### config.mk
export PLATFORM = sky130hd
export DESIGN_NAME = dskbuf_xfer
export DESIGN_NICKNAME = d
export VERILOG_FILES = /design/src/rtl/dskbuf_pkg.sv /design/src/rtl/dskbuf_req.sv /design/src/rtl/dskbuf_hold.sv /design/src/rtl/dskbuf_stat.sv /design/src/rtl/dskbuf_xfer.sv
export SDC_FILE = /design/constraint.sdc
export NUM_CORES = 1
export LEC_CHECK = 0
export ABC_AREA = 1
export BUFFER_PORTS_ARGS = -buffer_cell sky130_fd_sc_hd__buf_2
export CAP_MARGIN = 20
export CORE_ASPECT_RATIO = 1.4
export CORE_MARGIN = 1
export CORE_UTILIZATION = 44
export CTS_CLUSTER_SIZE = 12
export DETAILED_ROUTE_END_ITERATION = 10
export PLACE_DENSITY = 0.83
export SYNTH_ARGS = -nofsm -noshare
export SYNTH_HDL_FRONTEND = slang
export SYNTH_HIERARCHICAL = 1
export SYNTH_SLANG_ARGS = --single-unit
### constraint.sdc
create_clock -name clk -period 1.23 [get_ports clk]
set_clock_uncertainty 0.05 [all_clocks]
set_input_delay 0.123 -clock clk [delete_from_list [all_inputs] [get_ports clk]]
set_output_delay 0.123 -clock clk [all_outputs]
set_load 0.005 [all_outputs]
### src/rtl/dskbuf_pkg.sv
package dskbuf_pkg;
   // Decoded transfer events for one clock cycle
   typedef struct packed {
      logic rd_load;   // disk byte arrived (read mode)
      logic rd_take;   // host read holding register (read mode)
      logic wr_fill;   // host wrote holding register (write mode)
      logic wr_pull;   // serializer wants a byte (write mode)
   } xfer_ev_t;

   localparam int unsigned DEF_DATA_W   = 8;
   localparam int unsigned DEF_STAT_W   = 8;
   localparam int unsigned DEF_DRQ_POS  = 1;
   localparam int unsigned DEF_LOST_POS = 2;
endpackage

### src/rtl/dskbuf_req.sv
module dskbuf_req
   import dskbuf_pkg::*;
(
   input  logic     clk,
   input  logic     rst_n,
   input  logic     cmd_start,
   input  logic     mode_wr,
   input  xfer_ev_t ev,
   output logic     drq,
   output logic     lost
);
   logic drq_nx;
   logic lost_set;

   always_comb begin
      drq_nx = drq;
      if (cmd_start)         drq_nx = mode_wr;
      else if (ev.rd_load)   drq_nx = 1'b1;
      else if (ev.rd_take)   drq_nx = 1'b0;
      else if (ev.wr_pull)   drq_nx = 1'b1;
      else if (ev.wr_fill)   drq_nx = 1'b0;
   end

   assign lost_set = !cmd_start &&
                     ((ev.rd_load && drq && !ev.rd_take) ||
                      (ev.wr_pull && drq && !ev.wr_fill));

   always_ff @(posedge clk) begin
      if (!rst_n) begin
         drq  <= 1'b0;
         lost <= 1'b0;
      end else begin
         drq <= drq_nx;
         if (cmd_start)     lost <= 1'b0;
         else if (lost_set) lost <= 1'b1;
      end
   end

   AST_RD_LOAD_RAISES: assert property (@(posedge clk) disable iff (!rst_n)
      (ev.rd_load && !cmd_start) |=> drq);
   AST_RD_TAKE_CLEARS: assert property (@(posedge clk) disable iff (!rst_n)
      (ev.rd_take && !ev.rd_load && !cmd_start) |=> !drq);
   AST_RD_OVERRUN: assert property (@(posedge clk) disable iff (!rst_n)
      (ev.rd_load && drq && !ev.rd_take && !cmd_start) |=> lost);
   AST_WR_FILL_CLEARS: assert property (@(posedge clk) disable iff (!rst_n)
      (ev.wr_fill && !ev.wr_pull && !cmd_start) |=> !drq);
   AST_LOST_STICKY: assert property (@(posedge clk) disable iff (!rst_n)
      (lost && !cmd_start) |=> lost);
   AST_CMD_CLEARS: assert property (@(posedge clk) disable iff (!rst_n)
      cmd_start |=> (!lost && (drq == $past(mode_wr))));
endmodule

### src/rtl/dskbuf_hold.sv
module dskbuf_hold
   import dskbuf_pkg::*;
#(
   parameter int unsigned           DATA_W    = DEF_DATA_W,
   parameter logic [DATA_W-1:0]     FILL_BYTE = '0
)(
   input  logic              clk,
   input  logic              rst_n,
   input  xfer_ev_t          ev,
   input  logic              drq,
   input  logic [DATA_W-1:0] host_wdata,
   input  logic [DATA_W-1:0] ser_rbyte,
   output logic [DATA_W-1:0] hold_q,
   output logic [DATA_W-1:0] ser_wbyte
);
   logic [DATA_W-1:0] out_nx;

   always_comb begin
      if (ev.wr_fill)   out_nx = host_wdata;   // same-cycle host write wins
      else if (!drq)    out_nx = hold_q;       // register full
      else              out_nx = FILL_BYTE;    // underrun
   end

   always_ff @(posedge clk) begin
      if (!rst_n) begin
         hold_q    <= '0;
         ser_wbyte <= '0;
      end else begin
         if (ev.rd_load)      hold_q <= ser_rbyte;
         else if (ev.wr_fill) hold_q <= host_wdata;
         if (ev.wr_pull)      ser_wbyte <= out_nx;
      end
   end

   AST_UNDERRUN_FILL: assert property (@(posedge clk) disable iff (!rst_n)
      (ev.wr_pull && drq && !ev.wr_fill) |=> (ser_wbyte == FILL_BYTE));
   AST_COLLIDE_HOST: assert property (@(posedge clk) disable iff (!rst_n)
      (ev.wr_pull && ev.wr_fill) |=> (ser_wbyte == $past(host_wdata)));
   AST_PULL_ONLY_MOVES: assert property (@(posedge clk) disable iff (!rst_n)
      !ev.wr_pull |=> $stable(ser_wbyte));
endmodule

### src/rtl/dskbuf_stat.sv
module dskbuf_stat #(
   parameter int unsigned STAT_W   = 8,
   parameter int unsigned DRQ_POS  = 1,
   parameter int unsigned LOST_POS = 2
)(
   input  logic              drq,
   input  logic              lost,
   output logic [STAT_W-1:0] stat_o
);
   if (DRQ_POS >= STAT_W || LOST_POS >= STAT_W || DRQ_POS == LOST_POS) begin : g_bad_pos
      $error("dskbuf_stat: status bit positions invalid");
   end

   for (genvar i = 0; i < STAT_W; i++) begin : g_bit
      if (i == DRQ_POS) begin : g_drq
         assign stat_o[i] = drq;
      end else if (i == LOST_POS) begin : g_lost
         assign stat_o[i] = lost;
      end else begin : g_zero
         assign stat_o[i] = 1'b0;
      end
   end
endmodule

### src/rtl/dskbuf_xfer.sv
module dskbuf_xfer
   import dskbuf_pkg::*;
#(
   parameter int unsigned DATA_W   = DEF_DATA_W,
   parameter int unsigned STAT_W   = DEF_STAT_W,
   parameter int unsigned DRQ_POS  = DEF_DRQ_POS,
   parameter int unsigned LOST_POS = DEF_LOST_POS
)(
   input  logic              clk,
   input  logic              rst_n,
   input  logic              mode_wr,
   input  logic              cmd_start,
   input  logic              host_rd,
   input  logic              host_wr,
   input  logic [DATA_W-1:0] host_wdata,
   output logic [DATA_W-1:0] host_rdata,
   input  logic              ser_rdy,
   input  logic [DATA_W-1:0] ser_rbyte,
   input  logic              ser_need,
   output logic [DATA_W-1:0] ser_wbyte,
   output logic              drq,
   output logic              lost,
   output logic [STAT_W-1:0] status
);
   if (DATA_W < 1) begin : g_bad_w
      $error("dskbuf_xfer: DATA_W must be at least 1");
   end

   xfer_ev_t ev;

   // cmd_start masks every transfer event in its cycle
   always_comb begin
      ev.rd_load = !cmd_start && !mode_wr && ser_rdy;
      ev.rd_take = !cmd_start && !mode_wr && host_rd;
      ev.wr_fill = !cmd_start &&  mode_wr && host_wr;
      ev.wr_pull = !cmd_start &&  mode_wr && ser_need;
   end

   dskbuf_req u_req (
      .clk       (clk),
      .rst_n     (rst_n),
      .cmd_start (cmd_start),
      .mode_wr   (mode_wr),
      .ev        (ev),
      .drq       (drq),
      .lost      (lost)
   );

   dskbuf_hold #(.DATA_W(DATA_W)) u_hold (
      .clk        (clk),
      .rst_n      (rst_n),
      .ev         (ev),
      .drq        (drq),
      .host_wdata (host_wdata),
      .ser_rbyte  (ser_rbyte),
      .hold_q     (host_rdata),
      .ser_wbyte  (ser_wbyte)
   );

   dskbuf_stat #(.STAT_W(STAT_W), .DRQ_POS(DRQ_POS), .LOST_POS(LOST_POS)) u_stat (
      .drq    (drq),
      .lost   (lost),
      .stat_o (status)
   );

   AST_WR_PULL_RAISES: assert property (@(posedge clk) disable iff (!rst_n)
      (mode_wr && ser_need && !cmd_start) |=> drq);
   AST_OTHER_MODE_HOLD: assert property (@(posedge clk) disable iff (!rst_n)
      (mode_wr && !host_wr && !cmd_start) |=> $stable(host_rdata));
endmodule

; ---- Yosys cells after proc, flatten, opt, wreduce, memory -nomap -nowiden
; Cells that the tools add are included.
[classes]
mux = 9
bitwise_logic = 1
reduce_logical = 19
[ops]
columns = cell, n
row1 = 8-bit 2-to-1 mux, 4
row2 = 1-bit logical AND, 11
row3 = 1-bit 2-to-1 mux, 5
row4 = 5-bit nonzero test, 1
row5 = 1-bit zero test, 4
row6 = 2-bit nonzero test, 1
row7 = 2-bit OR reduction, 1
row8 = 1-bit logical OR, 1
row9 = 1-bit inverter, 1
[word_totals]
ff_bits = 18
inputBits = 24
elab_cells = 33

; ---- Logic depth before layout (Yosys ltp)
[depth]
ltp_word = 8
mapped_depth = 9

; ---- Cells and area by module
; Netlist, hierarchy kept.
[modules_own_cells]
columns = module, instances, cells_each, area_per_inst_um2
row1 = dskbuf_hold, 1, 99, 737.0
row2 = dskbuf_req, 1, 19, 116.4
row3 = dskbuf_stat, 1, 9, 63.8
row4 = dskbuf_xfer, 1, 12, 45.0

; ---- Least setup slack after synthesis
; No wires, ideal clock.
[synth_timing]
kind = input to register
start = input port cmd_start
end = register u_hold.hold_q[1]
setup_time_ns = 0.109
arrival_ns = 0.931
required_time_ns = 1.071
path_slack_ns = 0.141
path_stages = 9
path_cell_list = inv_1 -> nand2_1 -> nor2_1 -> inv_2 -> buf_6 -> nor2_2 -> nor2_1 -> nand2_1 -> inv_1
[synth_rtl]
columns = element, line_no
row1 = start: declaration, dskbuf_xfer.sv:12  ; input logic cmd_start,
row2 = end signal: assignment, dskbuf_hold.sv:29  ; if (ev.rd_load) hold_q <= ser_rbyte;
row3 = end signal: assignment, dskbuf_hold.sv:30  ; else if (ev.wr_fill) hold_q <= host_wdata;
row4 = end: declaration, dskbuf_hold.sv:13  ; output logic [DATA_W-1:0] hold_q,

; ---- Final worst setup path
[layout_timing]
start = register u_req.drq
end = output port drq
[layout_rtl]
columns = element, line_no
row1 = start: declaration, dskbuf_req.sv:9  ; output logic drq,
row2 = start signal: assignment, dskbuf_req.sv:33  ; drq <= drq_nx;
row3 = end: declaration, dskbuf_xfer.sv:21  ; output logic drq,
; No word-level cell between the ends.

==> impl_metrics.json <==
{
  "outcome": "completed",
  "die_area_um2": 2380,
  "worstPathMaxFanout": 6,
  "crit_cells": 1,
  "grt_pass1_wl_mm": 3.753,
  "cp.required_ns": 1.06,
  "rows": 19,
  "r2r_start": "u_req/drq",
  "insertion_delay_ns": 0.28,
  "drt_iter0_markers": 43,
  "cpMaxStageDelayCell": "dfxtp_1",
  "grt_antenna_before_repair": 0,
  "initial_core_util_pct": 47.62,
  "r2r_slack_ns": 0.27,
  "reg2reg_to": "u_hold/ser_wbyte[0]",
  "worstPathArrival_ns": 0.88,
  "finalSetupViolCount": 0,
  "reg2reg_depth": 3,
  "cts_max_path_buffers": 2,
  "gr-total-overflow": 0,
  "cts_tree": "built",
  "avgViaCountPerCell": 5.099,
  "crit_path_start": "u_req/drq",
  "nets": 207,
  "dp_hpwl_mm": 1.658,
  "final_common_cell": "buf_2",
  "ys_types": 19,
  "syn_to_final_growth_pct": 21.07,
  "worstSetupPathType": "reg -> out",
  "clk_pin_slew_ns": 0.10,
  "cp-endpoint": "drq",
  "core-area_um2": 2021,
  "portBuffers": 43,
  "rsz0062_at_grt": "no",
  "ys_warn_count": 6,
  "drive_gt1_share_pct": 31.49,
  "synth_seq_cells": 18,
  "drcViolationCount": 0,
  "critPathMaxStageDelay_ns": 0.45,
  "drv_cap": 0,
  "crit_family": "flip-flops",
  "fp.dieH_um": 57.33,
  "cts-buffers-inserted": 3,
  "final.setup.tns_ns": 0,
  "syn_area_um2": 962.2,
  "p_leak_nw": 0.6386,
  "cts-root-buf": "clkbuf_4",
  "cts_setup_buffers": 0,
  "routed_wirelength_mm": 2.293,
  "post-place-ws_ns": 0.01703,
  "end_kind": "output port",
  "n_antenna_cell": 0,
  "hp-class": "in -> reg",
  "critical_path.cell_chain": "buf_2",
  "num_vias": 1030,
  "slew_viol_final": 0,
  "grt_max_degree": 17,
  "setup_ws_ns": 0.1736,
  "final_cell_mix": "43 x buf_2, 26 x a21oi_1, 20 x nand2_1",
  "cts_num_sinks": 18,
  "gp_congestion": 0.8562,
  "powerDensity_nw_per_um2": 985.2,
  "hold_buffers": 0,
  "peakVddDrop_mv": 0.5368,
  "hold_viol": 0,
  "pin_count": 50,
  "gr-usage-all-layers_pct": 19.73,
  "min_period_over_period_pct": 85.89,
  "drt-wirelength-per-cell_um": 11.35,
  "cts-resized-gates": 0,
  "critPathBufInv": 1,
  "worst_setup_path_start_kind": "register",
  "syn_inst": 139,
  "first_global_vias": 907,
  "firstDrtPassIters": 5,
  "max_freq_mhz": 946.6,
  "final_antenna_net_count": 0,
  "htreeDepth": 1,
  "postSynthAreaPerCell_um2": 6.922,
  "die_w_um": 41.52,
  "ys_seq_area_share_pct": 37.45,
  "period_needed_ns": 1.056
}
==> layout make-up <==
cell class                      instances  area [um2]
Fill cell                             220       855.8
Clock buffer                            3       22.52
Tap cell                               21       26.28
Multi-Input combinational cell         93       429.2
Timing Repair Buffer                   47       245.2
Sequential cell                        18       360.3
Inverter                               20       81.33
==> worst min path at each step <==
stage	start	end	slack, ns	cells past startpoint
floorplan	rst_n	u_hold/hold_q[3]	0.21	2
global placement	ser_rbyte[4]	u_hold/hold_q[4]	0.34	3
detailed placement	ser_rbyte[6]	u_hold/hold_q[6]	0.35	3
CTS	ser_rbyte[6]	u_hold/hold_q[6]	0.05	3
global route	ser_rbyte[4]	u_hold/hold_q[4]	0.06	3
finish	ser_rbyte[4]	u_hold/hold_q[4]	0.05	3
==> through the flow <==
step	utilization, %	hold WS, ns	area [um2]	power, mW	std cells
2_1_floorplan	-	0.2148	980.9	0.7951	144
3_3_place_gp	56.53	0.3427	1142	0.8696	199
3_5_place_dp	56.53	0.3479	1142	0.8754	199
4_1_cts	57.65	0.04605	1165	1.156	202
5_1_grt	57.65	0.06450	1165	1.210	202
6_report	57.65	0.04980	1165	1.148	202
==> power breakdown <==
group | internal (mW) | switching, mW | leakage, nW
clock | 0.114 | 0.169 | 0.0138
sequential | 0.617 | 0.0238 | 0.148
combinational | 0.0997 | 0.124 | 0.477
==> state kept, by name, indices dropped and copies added, names as in the netlist <==
name,flops
u_hold/hold_q,8
u_hold/ser_wbyte,8
u_req/drq,1
u_req/lost,1
==> worst register-to-register path: cells and delay by family (launching register included) <==
family | cells | cell delay, ns
buf+inv | 1 | 0.17
flops | 1 | 0.45
compound gates | 1 | 0.08
simple gates | 1 | 0.11
==> per-layer routing <==
| metal | share of wire (%) | GRT usage (%) |
|---|---|---|
| met5 | 0 | 0 |
| met4 | 1.0 | 8.756 |
| met2 | 49 | 32.81 |
| met1 | 43 | 25.54 |
| met3 | 7.5 | 2.215 |
==> kinds of logic after synthesis <==
| group | after synthesis | synth area share, % |
|---|---|---|
| other | 1 | 0.3897 |
| AOI/OAI and AO/OA | 41 | 21.72 |
| and+or+nand+nor | 46 | 20.55 |
| buffers and inverters | 33 | 19.89 |
| DFF | 18 | 37.45 |
==> Yosys cell counts <==
library cell | count | share of area [%]
a21oi_2 | 1 | 0.91
clkinv_2 | 1 | 0.52
inv_2 | 2 | 0.78
nand2_1 | 20 | 7.8
buf_8 | 1 | 1.6
nor2_2 | 2 | 1.3
o21ai_0 | 8 | 4.2
nand3b_1 | 1 | 0.78
buf_6 | 2 | 2.3
a21oi_1 | 26 | 14
o21ai_1 | 6 | 3.1
buf_2 | 1 | 0.52
conb_1 | 1 | 0.39
dfxtp_1 | 18 | 37
inv_1 | 16 | 6.2
buf_4 | 9 | 7.0
nand3_1 | 13 | 6.8
nor2_1 | 10 | 3.9
clkinv_4 | 1 | 0.91
Note: power is estimated with default switching activity, not from simulation.
